<file path="config.mk">
export PLATFORM = sky130hd
export DESIGN_NAME = snoop_queue
export DESIGN_NICKNAME = d
export VERILOG_FILES = /design/src/rtl/snoop_pkg.sv /design/src/rtl/snoop_fifo.sv /design/src/rtl/snoop_credit.sv /design/src/rtl/snoop_hist.sv /design/src/rtl/snoop_engine.sv /design/src/rtl/snoop_queue.sv
export SDC_FILE = /design/constraint.sdc
export NUM_CORES = 1
export LEC_CHECK = 0
export ABC_AREA = 1
export BUFFER_PORTS_ARGS = -buffer_cell sky130_fd_sc_hd__buf_2
export CAP_MARGIN = 25
export CORE_MARGIN = 4
export CORE_UTILIZATION = 40
export DETAILED_ROUTE_END_ITERATION = 10
export SLEW_MARGIN = 20
export SYNTH_ARGS = -nofsm -noshare
export SYNTH_HDL_FRONTEND = slang
export SYNTH_SLANG_ARGS = --single-unit
</file>
<file path="constraint.sdc">
create_clock -name clk -period 3.1 [get_ports clk]
set_input_delay 0.465 -clock clk [delete_from_list [all_inputs] [get_ports clk]]
set_output_delay 0.465 -clock clk [all_outputs]
set_load 0.02 [all_outputs]
</file>
<file path="src/rtl/snoop_pkg.sv">
`timescale 1ns/1ps
package snoop_pkg;

  typedef enum logic [2:0] {
    ST_IDLE,
    ST_LOOK,
    ST_WAIT,
    ST_RETRY,
    ST_RWAIT,
    ST_RESP
  } eng_state_e;

endpackage

</file>
<file path="src/rtl/snoop_fifo.sv">
`timescale 1ns/1ps
module snoop_fifo #(
  parameter int DEPTH = 8,
  parameter int AW    = 16,
  localparam int PW   = (DEPTH > 1) ? $clog2(DEPTH) : 1,
  localparam int CW   = $clog2(DEPTH + 1)
) (
  input  logic          clk,
  input  logic          rst_n,
  input  logic          push,
  input  logic [AW-1:0] push_addr,
  input  logic          pop,
  output logic [AW-1:0] head_addr,
  output logic          empty,
  output logic [CW-1:0] count
);

  logic [PW-1:0] wr_q, wr_d;
  logic [PW-1:0] rd_q, rd_d;
  logic [CW-1:0] cnt_q, cnt_d;
  logic          full;
  logic          push_ok;
  logic          pop_ok;
  logic [DEPTH-1:0][AW-1:0] ent_flat;

  function automatic logic [PW-1:0] step(input logic [PW-1:0] p);
    return (p == PW'(DEPTH - 1)) ? '0 : p + 1'b1;
  endfunction

  assign full    = (cnt_q == CW'(DEPTH));
  assign empty   = (cnt_q == '0);
  assign pop_ok  = pop && !empty;
  assign push_ok = push && (!full || pop_ok);

  always_comb begin
    wr_d  = wr_q;
    rd_d  = rd_q;
    cnt_d = cnt_q;
    if (push_ok) wr_d = step(wr_q);
    if (pop_ok)  rd_d = step(rd_q);
    case ({push_ok, pop_ok})
      2'b10:   cnt_d = cnt_q + 1'b1;
      2'b01:   cnt_d = cnt_q - 1'b1;
      default: cnt_d = cnt_q;
    endcase
  end

  always_ff @(posedge clk or negedge rst_n) begin
    if (!rst_n) begin
      wr_q  <= '0;
      rd_q  <= '0;
      cnt_q <= '0;
    end else begin
      wr_q  <= wr_d;
      rd_q  <= rd_d;
      cnt_q <= cnt_d;
    end
  end

  for (genvar i = 0; i < DEPTH; i++) begin : g_ent
    logic [AW-1:0] ent_q;
    logic          wen;
    assign wen = push_ok && (wr_q == PW'(i));
    always_ff @(posedge clk) begin
      if (wen) ent_q <= push_addr;
    end
    assign ent_flat[i] = ent_q;
  end

  assign head_addr = ent_flat[rd_q];
  assign count     = cnt_q;

endmodule

</file>
<file path="src/rtl/snoop_credit.sv">
`timescale 1ns/1ps
module snoop_credit #(
  parameter int DEPTH = 8,
  localparam int CW   = $clog2(DEPTH + 1)
) (
  input  logic          clk,
  input  logic          rst_n,
  input  logic          inc,
  input  logic          dec,
  output logic [CW-1:0] outstanding,
  output logic          at_limit
);

  logic [CW-1:0] cnt_q, cnt_d;

  always_comb begin
    cnt_d = cnt_q;
    case ({inc, dec})
      2'b10: if (cnt_q != CW'(DEPTH)) cnt_d = cnt_q + 1'b1;
      2'b01: if (cnt_q != '0)         cnt_d = cnt_q - 1'b1;
      default: cnt_d = cnt_q;
    endcase
  end

  always_ff @(posedge clk or negedge rst_n) begin
    if (!rst_n) cnt_q <= '0;
    else        cnt_q <= cnt_d;
  end

  assign outstanding = cnt_q;
  assign at_limit    = (cnt_q == CW'(DEPTH));

endmodule

</file>
<file path="src/rtl/snoop_hist.sv">
`timescale 1ns/1ps
module snoop_hist #(
  parameter int HW     = 2,
  parameter int THRESH = 2
) (
  input  logic clk,
  input  logic rst_n,
  input  logic en,
  input  logic hit,
  output logic predict
);

  localparam logic [HW-1:0] TOP = '1;

  logic [HW-1:0] cnt_q, cnt_d;

  always_comb begin
    cnt_d = cnt_q;
    if (en) begin
      if (hit) begin
        if (cnt_q != TOP) cnt_d = cnt_q + 1'b1;
      end else begin
        if (cnt_q != '0) cnt_d = cnt_q - 1'b1;
      end
    end
  end

  always_ff @(posedge clk or negedge rst_n) begin
    if (!rst_n) cnt_q <= '0;
    else        cnt_q <= cnt_d;
  end

  assign predict = (cnt_q >= HW'(THRESH));

endmodule

</file>
<file path="src/rtl/snoop_engine.sv">
`timescale 1ns/1ps
module snoop_engine
  import snoop_pkg::*;
#(
  parameter int AW = 16,
  parameter int DW = 64
) (
  input  logic          clk,
  input  logic          rst_n,
  input  logic          cfg_tag_only,
  input  logic          q_empty,
  input  logic [AW-1:0] head_addr,
  input  logic          predict,
  output logic          hist_en,
  output logic          hist_hit,
  output logic          cache_req,
  output logic [AW-1:0] cache_req_addr,
  output logic          cache_req_data,
  input  logic          cache_rsp_valid,
  input  logic          cache_rsp_hit,
  input  logic [DW-1:0] cache_rsp_data,
  output logic          pop,
  output logic          rsp_valid,
  output logic          rsp_hit,
  output logic          rsp_has_data,
  output logic [DW-1:0] rsp_data
);

  eng_state_e    state_q, state_d;
  logic          want_q, want_d;
  logic          tmode_q, tmode_d;
  logic          hit_q, hit_d;
  logic          hasd_q, hasd_d;
  logic [DW-1:0] data_q, data_d;

  always_comb begin
    state_d        = state_q;
    want_d         = want_q;
    tmode_d        = tmode_q;
    hit_d          = hit_q;
    hasd_d         = hasd_q;
    data_d         = data_q;
    cache_req      = 1'b0;
    cache_req_data = 1'b0;
    hist_en        = 1'b0;
    pop            = 1'b0;
    case (state_q)
      ST_IDLE: begin
        if (!q_empty) state_d = ST_LOOK;
      end
      ST_LOOK: begin
        cache_req      = 1'b1;
        cache_req_data = !cfg_tag_only || predict;
        want_d         = cache_req_data;
        tmode_d        = cfg_tag_only;
        state_d        = ST_WAIT;
      end
      ST_WAIT: begin
        if (cache_rsp_valid) begin
          hist_en = tmode_q;
          if (cache_rsp_hit && !want_q) begin
            state_d = ST_RETRY;
          end else begin
            state_d = ST_RESP;
            hit_d   = cache_rsp_hit;
            hasd_d  = cache_rsp_hit;
            data_d  = cache_rsp_hit ? cache_rsp_data : '0;
          end
        end
      end
      ST_RETRY: begin
        cache_req      = 1'b1;
        cache_req_data = 1'b1;
        state_d        = ST_RWAIT;
      end
      ST_RWAIT: begin
        if (cache_rsp_valid) begin
          state_d = ST_RESP;
          hit_d   = 1'b1;
          hasd_d  = 1'b1;
          data_d  = cache_rsp_data;
        end
      end
      ST_RESP: begin
        pop     = 1'b1;
        state_d = ST_IDLE;
      end
      default: state_d = ST_IDLE;
    endcase
  end

  always_ff @(posedge clk or negedge rst_n) begin
    if (!rst_n) begin
      state_q <= ST_IDLE;
      want_q  <= 1'b0;
      tmode_q <= 1'b0;
      hit_q   <= 1'b0;
      hasd_q  <= 1'b0;
      data_q  <= '0;
    end else begin
      state_q <= state_d;
      want_q  <= want_d;
      tmode_q <= tmode_d;
      hit_q   <= hit_d;
      hasd_q  <= hasd_d;
      data_q  <= data_d;
    end
  end

  assign hist_hit       = cache_rsp_hit;
  assign cache_req_addr = head_addr;
  assign rsp_valid      = (state_q == ST_RESP);
  assign rsp_hit        = rsp_valid && hit_q;
  assign rsp_has_data   = rsp_valid && hasd_q;
  assign rsp_data       = rsp_valid ? data_q : '0;

endmodule

</file>
<file path="src/rtl/snoop_queue.sv">
`timescale 1ns/1ps
module snoop_queue #(
  parameter int DEPTH       = 8,
  parameter int AW          = 16,
  parameter int DW          = 64,
  parameter int HIST_W      = 2,
  parameter int HIST_THRESH = 2,
  localparam int CW         = $clog2(DEPTH + 1)
) (
  input  logic          clk,
  input  logic          rst_n,
  input  logic          cfg_tag_only,
  input  logic          prb_valid,
  input  logic [AW-1:0] prb_addr,
  output logic [CW-1:0] sys_outstanding,
  output logic          sys_full,
  output logic          cache_req,
  output logic [AW-1:0] cache_req_addr,
  output logic          cache_req_data,
  input  logic          cache_rsp_valid,
  input  logic          cache_rsp_hit,
  input  logic [DW-1:0] cache_rsp_data,
  output logic          rsp_valid,
  output logic [AW-1:0] rsp_addr,
  output logic          rsp_hit,
  output logic          rsp_has_data,
  output logic [DW-1:0] rsp_data
);

  logic [AW-1:0] head_addr;
  logic          q_empty;
  logic [CW-1:0] q_count;
  logic          pop;
  logic          predict;
  logic          hist_en;
  logic          hist_hit;

  snoop_fifo #(.DEPTH(DEPTH), .AW(AW)) u_fifo (
    .clk       (clk),
    .rst_n     (rst_n),
    .push      (prb_valid),
    .push_addr (prb_addr),
    .pop       (pop),
    .head_addr (head_addr),
    .empty     (q_empty),
    .count     (q_count)
  );

  snoop_credit #(.DEPTH(DEPTH)) u_credit (
    .clk         (clk),
    .rst_n       (rst_n),
    .inc         (prb_valid),
    .dec         (rsp_valid),
    .outstanding (sys_outstanding),
    .at_limit    (sys_full)
  );

  snoop_hist #(.HW(HIST_W), .THRESH(HIST_THRESH)) u_hist (
    .clk     (clk),
    .rst_n   (rst_n),
    .en      (hist_en),
    .hit     (hist_hit),
    .predict (predict)
  );

  snoop_engine #(.AW(AW), .DW(DW)) u_engine (
    .clk             (clk),
    .rst_n           (rst_n),
    .cfg_tag_only    (cfg_tag_only),
    .q_empty         (q_empty),
    .head_addr       (head_addr),
    .predict         (predict),
    .hist_en         (hist_en),
    .hist_hit        (hist_hit),
    .cache_req       (cache_req),
    .cache_req_addr  (cache_req_addr),
    .cache_req_data  (cache_req_data),
    .cache_rsp_valid (cache_rsp_valid),
    .cache_rsp_hit   (cache_rsp_hit),
    .cache_rsp_data  (cache_rsp_data),
    .pop             (pop),
    .rsp_valid       (rsp_valid),
    .rsp_hit         (rsp_hit),
    .rsp_has_data    (rsp_has_data),
    .rsp_data        (rsp_data)
  );

  assign rsp_addr = rsp_valid ? head_addr : '0;

endmodule

</file>
# After elaboration in Yosys (flattened, before gate mapping)
# Index checks and enable logic that the tools add are counted.
# totals
latchBits	0
regBits	214
rom_bits	0
inputBits	86
n_memories	0
ramBits	0
wordCells	120
out_inout_bits	106
# op_classes
n_eq_ne	28
magnitude_cmp	2
div_mod_pow	0
n_mul	0
shift	0
n_mux	32
reduce_logical	32
add_sub_neg	8
n_bitwise	0
# op_table
operator	count
64-bit 2-to-1 mux	5
64-bit case mux with 2 select lines	1
16-bit binary-select mux with 3-bit select	1
16-bit 2-to-1 mux	2
3-bit equality test (second input constant)	7
3-bit 2-to-1 mux	6
4-bit case mux with 2 select lines	2
3-bit case mux with 5 select lines	1
3-bit by 2-bit equality test with 1-bit output (second input constant)	4
1-bit logical AND	12
2-bit inequality test (second input constant)	5
2-bit nonzero test	5
3-bit AND reduction	3
4-bit by 1-bit adder with 4-bit output (second input constant)	2
4-bit equality test (second input constant)	2
4-bit 2-to-1 mux	2
4-bit by 1-bit subtractor with 4-bit output (second input constant)	2
1-bit 2-to-1 mux	7
3-bit by 1-bit adder with 3-bit output (second input constant)	2
3-bit by 1-bit equality test with 1-bit output (second input constant)	2
3-bit zero test	2
2-bit 2-to-1 mux	3
2-bit by 1-bit inequality test with 1-bit output (second input constant)	3
2-bit by 1-bit equality test with 1-bit output (second input constant)	2
13 further kinds	19

# Logic depth before layout (Yosys ltp)
# Gate-level depths: netlist (run 1).
# depth
word_depth	7
mapped_depth	14
depth_no_buf	14

# Cells and area by module
# A second synthesis (run 1) with hierarchy kept.
# unflattened
cells_unflattened	1418
area_unflattened_um2	11364.6
# by_module_without_submodules
module	area_per_inst_um2	seq_area_each_um2	n_inst	cells_per_inst
snoop_fifo	5781.8	4093.9	1	485
snoop_engine	4994.8	1751.7	1	839
snoop_credit	317.8	100.1	1	46
snoop_queue	163.9	0.0	1	34
snoop_hist	106.4	50.0	1	14

# Worst setup path before layout (run 1)
# OpenSTA, ideal clock, no wires.
# synth_path
path_type	reg-to-reg
start	reg u_engine.state_q[1]
end	reg u_fifo.g_ent[4].ent_q[0] (enable)
required_time_ns	2.691
period_less_slack_ns	2.489
arrival_ns	2.079
stages_incl_launch_ff	7
path_slack_ns	0.611
path_cell_list	dfrtp_1 inv_1 nand3_1 nand4_1 nand2_1 buf_2 nor3_1
# synth_via
elab_chain_len	6
# synth_lines
item	line	rtl
start: declaration	snoop_engine.sv:29	eng_state_e state_q, state_d;
start signal: assignment	snoop_engine.sv:101	state_q <= state_d;
3-bit equality test	snoop_engine.sv:47	case (state_q)
1-bit 2-to-1 mux	snoop_engine.sv:47	
1-bit logical AND	snoop_fifo.sv:32	assign pop_ok = pop && !empty;
1-bit logical OR	snoop_fifo.sv:33	assign push_ok = push && (!full || pop_ok);
1-bit logical AND	snoop_fifo.sv:33	
1-bit logical AND	snoop_fifo.sv:63	assign wen = push_ok && (wr_q == PW'(i));
net u_fifo.g_ent[4].wen	snoop_fifo.sv:62	logic wen;
end signal: assignment	snoop_fifo.sv:65	if (wen) ent_q <= push_addr;
end: declaration	snoop_fifo.sv:61	logic [AW-1:0] ent_q;
# The timed path passes the listed nets, and every way through them passes these cells.
# A chain may end at the register's enable or synchronous reset.

# Worst setup path after layout (run 1)
# layout_path
start	reg u_fifo.rd_q[0]
end	out rsp_addr[13]
# layout_via
elab_chain_len	3
# layout_lines
item	line	rtl
start: declaration	snoop_fifo.sv:19	logic [PW-1:0] rd_q, rd_d;
start signal: assignment	snoop_fifo.sv:55	rd_q <= rd_d;
16-bit binary-select mux with 3-bit select	snoop_fifo.sv:70	assign head_addr = ent_flat[rd_q];
16-bit 2-to-1 mux (not written as such)	snoop_fifo.sv:70	
16-bit 2-to-1 mux	snoop_queue.sv:88	assign rsp_addr = rsp_valid ? head_addr : '0;
end: declaration	snoop_queue.sv:24	output logic [AW-1:0] rsp_addr,
# Every way passes these cells. The select of a mux whose other input is x is not followed.

==> results.py, run 1 <==
metrics = {
    "outcome": {
        "status": "completed",
    },
    "sta": {
        "hold_viol_final": 0,
        "tightest_slew_ns": 0.9769,
        "min_period_ns": 2.902,
        "finalCritPeriodShare_pct": 93.62,
        "finClkSkew_ns": 0.01898,
        "worst_hold_slack_ns": 0.1840,
        "relSlewSlack_pct": 34.87,
        "setup_violations": 0,
        "setup_tns_ns": 0,
        "rsz0062_at_grt": "no",
        "clock.fmax_mhz": 344.6,
        "maxSlewViolCount": 0,
    },
    "route": {
        "top_layer_used": "met5",
        "dr.pass1.iters": 5,
        "route.met3.wl_um": 1512,
        "post-route-drc-count": 0,
        "postRouteAntennaNets": 0,
        "vias": 7585,
        "routed_wirelength_um": 24610,
        "routed_via_density": 4.807,
        "wire_per_inst_um": 15.59,
        "wl_met1_um": 10780,
        "drt_iter0_markers": 461,
        "dr_wl_met2_um": 11740,
    },
    "synthesis": {
        "synth_fp_nets": 1154,
        "synth-edff-count": 128,
        "yosys.area.top_type_share_pct": 38.60,
        "avgSynthCellArea_um2": 9.465,
        "ys_top_cells_by_area": "edfxtp_1 39%, dfrtp_1 22%, nor2_1 7.9%",
        "synth_top_cell_by_area": "edfxtp_1",
        "synth_cell_types": 32,
        "yosysSeqAreaShare_pct": 60.22,
        "ys_ff_latch": 214,
        "ys_top_cells_by_count": "210 x nor2_1, 208 x nand2_1, 128 x edfxtp_1",
        "synth_most_common_cell": "nor2_1",
        "synthCells": 1052,
        "yosysWarnings": 0,
        "synth_flop_cell": "edfxtp_1",
        "synth-async-reset-ratio_pct": 40.19,
        "synth_area_mm2": 0.009957,
    },
    "worst_setup_path": {
        "cp_slowest_cell": "buf_4",
        "cp_data_required_time_ns": 2.63,
        "r2r-start": "u_engine.state_q[1]",
        "arrival_ns": 2.44,
        "worst-path-buf-inv": 2,
        "reg2reg_to": "u_fifo.count[2]",
        "worst-path-stages": 8,
        "crit_family": "buffers and inverters",
        "crit_path_cell_trace": "buf_4 > nor2_1 > nor2_1 > o21ai_0 > nand2_1 > nand2_1 > a21oi_1 > buf_2",
        "cp-end-kind": "output pin",
        "cp-start-kind": "flip-flop",
        "crit_start": "u_fifo.rd_q[0]",
        "critPathMaxFanout": 66,
        "r2r_slack_ns": 0.81,
        "worstSetupPathType": "flip-flop to output pin",
        "slowest_delay_ns": 0.60,
        "rr_worst_depth": 13,
    },
    "power_and_ir_drop": {
        "peakVddDrop_mv": 0.4755,
        "p_per_area_mw_per_mm2": 924.3,
        "p_leak_nw": 5.589,
    },
    "floorplanning": {
        "die_height_um": 165.8,
        "rows": 57,
        "dieArea_mm2": 0.02748,
        "fp.coreArea_mm2": 0.02439,
        "die_x_um": 165.8,
        "initial_core_util_pct": 40.82,
        "pin_count": 192,
    },
    "min_path": {
        "worstHoldPathCells": 3,
        "min_to": "u_engine.data_q[35]",
        "hold_start": "cache_rsp_data[35]",
        "min_path_type": "primary input to flip-flop",
    },
    "cts": {
        "htree_levels": 1,
        "cts_tree": "built",
        "cts_resized": 0,
        "cts_buffers": 24,
        "clk_path_buf_depth": 3,
        "path_clk_slew_ns": 0.06,
        "root_buffer": "clkbuf_16",
        "cts.sinks": 214,
        "clk_latency_ns": 0.52,
    },
    "grt": {
        "grt_max_degree": 68,
        "gr-total-overflow": 0,
        "track_usage_pct": 17.35,
        "grt_pass1_wl_um": 39490,
        "grt_pass1_vias": 7482,
        "antenna_found_initial": 5,
    },
    "place": {
        "portBuffers": 191,
        "finalWeightedCongestion": 0.8046,
        "hpwl_um": 15720,
        "placed_area_mm2": 0.01119,
    },
    "layout": {
        "area_growth_pct": 20.34,
        "regArea_mm2": 0.005997,
        "layout.nets": 1336,
        "multi_input_area_mm2": 0.003213,
        "drive_gt1_share_pct": 24.84,
        "final_area_mm2": 0.01198,
        "nFillCells": 2306,
    },
    "flow_run": {
        "maxCapViolations": 0,
    },
}
cells by family (layout without fill, tap and decap cells):
kind of cell	count (synthesis)	in the layout	share of synthesized area, %
other	0	2	0
buffers and inverters	165	365	7.942
XOR/XNOR	7	7	0.6157
flip-flops	214	214	60.22
AND/OR/NAND/NOR	546	546	23.86
AO/OA/AOI/OAI	104	104	5.278
adder cells (fa/ha/maj)	16	16	2.086
timing repair:
| action | 4_1_cts | 5_1_grt |
|---|---|---|
| setup buffers | 0 | 0 |
| endpoints found under the hold margin | 32 | 0 |
| hold buffers | 1 | 0 |
| endpoints found under the setup margin | 0 | 0 |
worst min-delay path, stage by stage:
cell     delay [ns]
buf_2          0.08
nand4_1        0.07
nand2_1        0.06
per-layer routing:
metal  global-route usage, %  vias to the layer above
li1                        -                     3801
met1                   22.52                     3543
met2                   29.42                      187
met3                   4.118                       48
met4                   4.591                        6
met5                       0                        -
power breakdown:
part	total, mW	internal [mW]	switching (mW)
clock network	2.73	1.59	1.14
logic	4.12	1.32	2.80
registers	4.23	3.79	0.438
area by class of cell:
class                           instances  area share (%)
Clock inverter                         19           1.420
Multi-Input combinational cell        673           26.81
Sequential cell                       214           50.05
Antenna cell                            2         0.04177
Tap cell                              324           3.383
Timing Repair Buffer                  218           10.02
Clock buffer                           25           5.043
Inverter                              103           3.226
layout by cell type, fill, tap and decap left out, types with 6 or more instances in the layout:
master     netlist  layout
o21ai_0         76      76
nor3_2           0       6
ha_1            15      15
edfxtp_1       128     128
inv_1           99      99
nand2_1        208     208
nand2_2         43      43
o21ai_1          6       6
buf_2           27     190
a21oi_1         19      19
buf_4           12      24
nor2_1         210     210
clkinv_1         1       7
dfrtp_1         86      85
clkbuf_16        0      24
nand4_1         67      67
worst max path at each step:
stage                                           to  slack [ns]
after floorplan           u_fifo.g_ent[4].ent_q[0]        0.61
after global placement                rsp_addr[13]        0.80
after detailed placement              rsp_addr[13]        0.78
after CTS                             rsp_addr[13]        0.16
after global routing                  rsp_addr[13]        0.04
final                                 rsp_addr[13]        0.20
sequential cells by signal, indices dropped and copies added, names as in the netlist:
name	cells
u_engine.state_q	3
u_credit.outstanding	4
u_engine.data_q	64
u_hist.cnt_q	2
u_engine.tmode_q	1
u_fifo.count	4
u_fifo.g_ent.ent_q	128
u_engine.hit_q	1
u_fifo.rd_q	3
u_engine.want_q	1
u_fifo.wr_q	3
per-stage QoR:
| stage | setup WS [ns] | instances | total power [mW] | util [%] |
|---|---|---|---|---|
| 2_1_floorplan | 0.6114 | 1052 | 7.270 | - |
| 5_1_grt | 0.04044 | 1577 | 11.91 | 49.12 |
| 3_3_place_gp | 0.7950 | 1531 | 8.368 | 45.89 |
| 4_1_cts | 0.1639 | 1576 | 11.21 | 49.11 |
| 6_report | 0.1979 | 1578 | 11.08 | 49.13 |
| 3_5_place_dp | 0.7779 | 1531 | 8.429 | 45.89 |
Note: power is estimated with default switching activity, not from simulation.
==> inputs of run 2 (changes only) <==
--- a/config.mk
+++ b/config.mk
@@ -11,6 +11,7 @@
 export CORE_MARGIN = 4
 export CORE_UTILIZATION = 40
 export DETAILED_ROUTE_END_ITERATION = 10
+export REMOVE_ABC_BUFFERS = 1
 export SLEW_MARGIN = 20
 export SYNTH_ARGS = -nofsm -noshare
 export SYNTH_HDL_FRONTEND = slang
==> run 2 against run 1 <==
Effect of this change:
- hold slack improved by 0.0082 ns
- count of clock-buffer cells in the layout rose by 5
- maximum frequency rose by 0.42%
- global-route usage rose by 0.45 points
- non-clock buffer count fell by 5
- power rose by 0.60%
- routed wire length rose by 1.2%
- sequential power barely moved
- largest power group unchanged
- critical endpoint unchanged
- register-to-register slack got worse by 0.12 ns
- clock power rose by 2%
==> results.py, run 2 (synthesis gave the netlist of run 1 again) <==
metrics = {
    "layout": {
        "largest_reg_flops": 128,
        "area_growth_pct": 20.14,
        "reg_top3": "u_fifo.g_ent.ent_q: 128 flops, u_engine.data_q: 64 flops",
        "final-instance-count-excl-fill": 1571,
        "final_core_util_pct": 49.05,
        "final_cell_mix": "210 x nor2_1, 208 x nand2_1, 190 x buf_2, 128 x edfxtp_1, 99 x inv_1",
        "layout_commonest_cell": "nor2_1",
        "diodes": 0,
        "final_area_mm2": 0.01196,
        "top_register": "u_fifo.g_ent.ent_q",
        "layout.nets": 1331,
        "drive_gt1_share_pct": 24.62,
    },
    "power_and_ir_drop": {
        "p_leak_nw": 5.595,
        "peakVddDrop_mv": 0.5227,
        "p_per_area_mw_per_mm2": 931.4,
    },
    "floorplanning": {
        "fp.coreArea_mm2": 0.02439,
        "rows": 57,
        "die_height_um": 165.8,
        "die_x_um": 165.8,
        "dieArea_mm2": 0.02748,
        "initial_core_util_pct": 40.82,
        "pin_count": 192,
    },
    "cts": {
        "path_clk_slew_ns": 0.06,
        "clk_path_buf_depth": 3,
        "clk_latency_ns": 0.52,
        "cts_tree": "built",
        "cts_buffers": 24,
        "cts.sinks": 214,
        "htree_levels": 1,
        "root_buffer": "clkbuf_16",
    },
    "route": {
        "routed_via_density": 4.836,
        "vias": 7597,
        "routed_wirelength_um": 24910,
        "post-route-drc-count": 0,
        "dr.pass1.iters": 5,
        "drt_iter0_markers": 516,
        "wire_per_inst_um": 15.86,
        "postRouteAntennaNets": 0,
    },
    "outcome": {
        "status": "completed",
    },
    "sta": {
        "maxSlewViolCount": 0,
        "finClkSkew_ns": 0.01535,
        "min_period_ns": 2.890,
        "relSlewSlack_pct": 34.85,
        "setup_violations": 0,
        "hold_viol_final": 0,
        "clock.fmax_mhz": 346.0,
        "setup_ws_ns": 0.2100,
        "finalCritPeriodShare_pct": 93.23,
        "rsz0062_at_grt": "no",
        "tightest_slew_ns": 0.9772,
    },
    "worst_setup_path": {
        "cp-start-kind": "flip-flop",
        "cp_data_required_time_ns": 2.63,
        "arrival_ns": 2.43,
        "cp-end-kind": "output pin",
        "critPathMaxFanout": 24,
        "worstSetupPathType": "flip-flop to output pin",
    },
    "grt": {
        "grt_pass1_vias": 7617,
        "grt_pass1_wl_um": 40460,
        "grt_max_degree": 77,
        "track_usage_pct": 17.81,
        "antenna_found_initial": 1,
        "gr-total-overflow": 0,
    },
    "place": {
        "dp.cells": 1526,
        "portBuffers": 191,
        "placed_area_mm2": 0.01117,
        "hpwl_um": 15070,
        "pre_cts_ws_ns": 0.6787,
        "finalWeightedCongestion": 0.7646,
    },
    "min_path": {
        "min_path_type": "primary input to flip-flop",
    },
    "flow_run": {
        "maxCapViolations": 0,
    },
}
run 2: cell count changes in the layout (fill, tap and decap cells not counted), sizes merged:
cell,change
clkbuf,+5
buf,-5
diode,-2
clkinvlp,-4
clkinv,-1
run 2: final cells by class:
| cell class | instances | area [µm²] |
|---|---|---|
| Clock buffer | 30 | 653.1 |
| Clock inverter | 14 | 131.4 |
| Fill cell | 2347 | 12430 |
| Inverter | 103 | 386.6 |
| Multi-Input combinational cell | 673 | 3213 |
| Sequential cell | 214 | 5997 |
| Tap cell | 324 | 405.4 |
| Timing Repair Buffer | 213 | 1176 |
run 2: timing repair:
item / 4_1_cts / 5_1_grt
setup buffers: 0 / 0
gates resized for setup: 0 / 0
hold buffers: 1 / 0
hold endpoints to repair: 10 / 0
run 2: layer usage:
metal | global-route usage (%) | vias to the layer above | wire length (µm)
met5 | 0 | - | 7
met4 | 3.659 | 2 | 444
met3 | 5.451 | 35 | 1872
met2 | 29.63 | 219 | 11520
met1 | 23.26 | 3556 | 11070
li1 | - | 3785 | -
run 2: final timing paths:
check / start / endpoint / slack, ns / cells past startpoint
worst max-delay path: u_fifo.rd_q[0] / rsp_addr[13] / 0.21 / 8
worst min-delay path: cache_rsp_data[42] / u_engine.data_q[42] / 0.19 / 3
worst max register to register: u_engine.state_q[1] / u_fifo.count[2] / 0.69 / 13
worst min register to register: u_engine.data_q[63] / u_engine.data_q[63] / 0.48 / 2
max in group asynchronous: rst_n / u_engine.data_q[63] / 2.09 / 3
min in group asynchronous: rst_n / u_engine.data_q[12] / 0.34 / 2
run 2: report_power, final:
| group | internal, mW | switching (mW) |
|---|---|---|
| Sequential | 3.79 | 0.473 |
| Clock | 1.66 | 1.13 |
| Combinational | 1.32 | 2.77 |
run 2: worst max-delay path: stages (launching register included):
cell     delay [ns]
dfrtp_2        0.65
buf_4          0.37
nor2_1         0.09
nor2_1         0.08
o21ai_0        0.08
nand2_1        0.08
nand2_1        0.06
a21oi_1        0.27
buf_2          0.22
run 2: per-stage QoR:
stage	TNS, ns	hold slack (ns)	total power [mW]
2_1_floorplan	-129.63	0.1694	6.949
3_3_place_gp	0	0.3181	8.380
3_5_place_dp	0	0.3201	8.459
4_1_cts	0	0.1732	11.31
5_1_grt	0	0.1781	11.98
6_report	0	0.1922	11.14
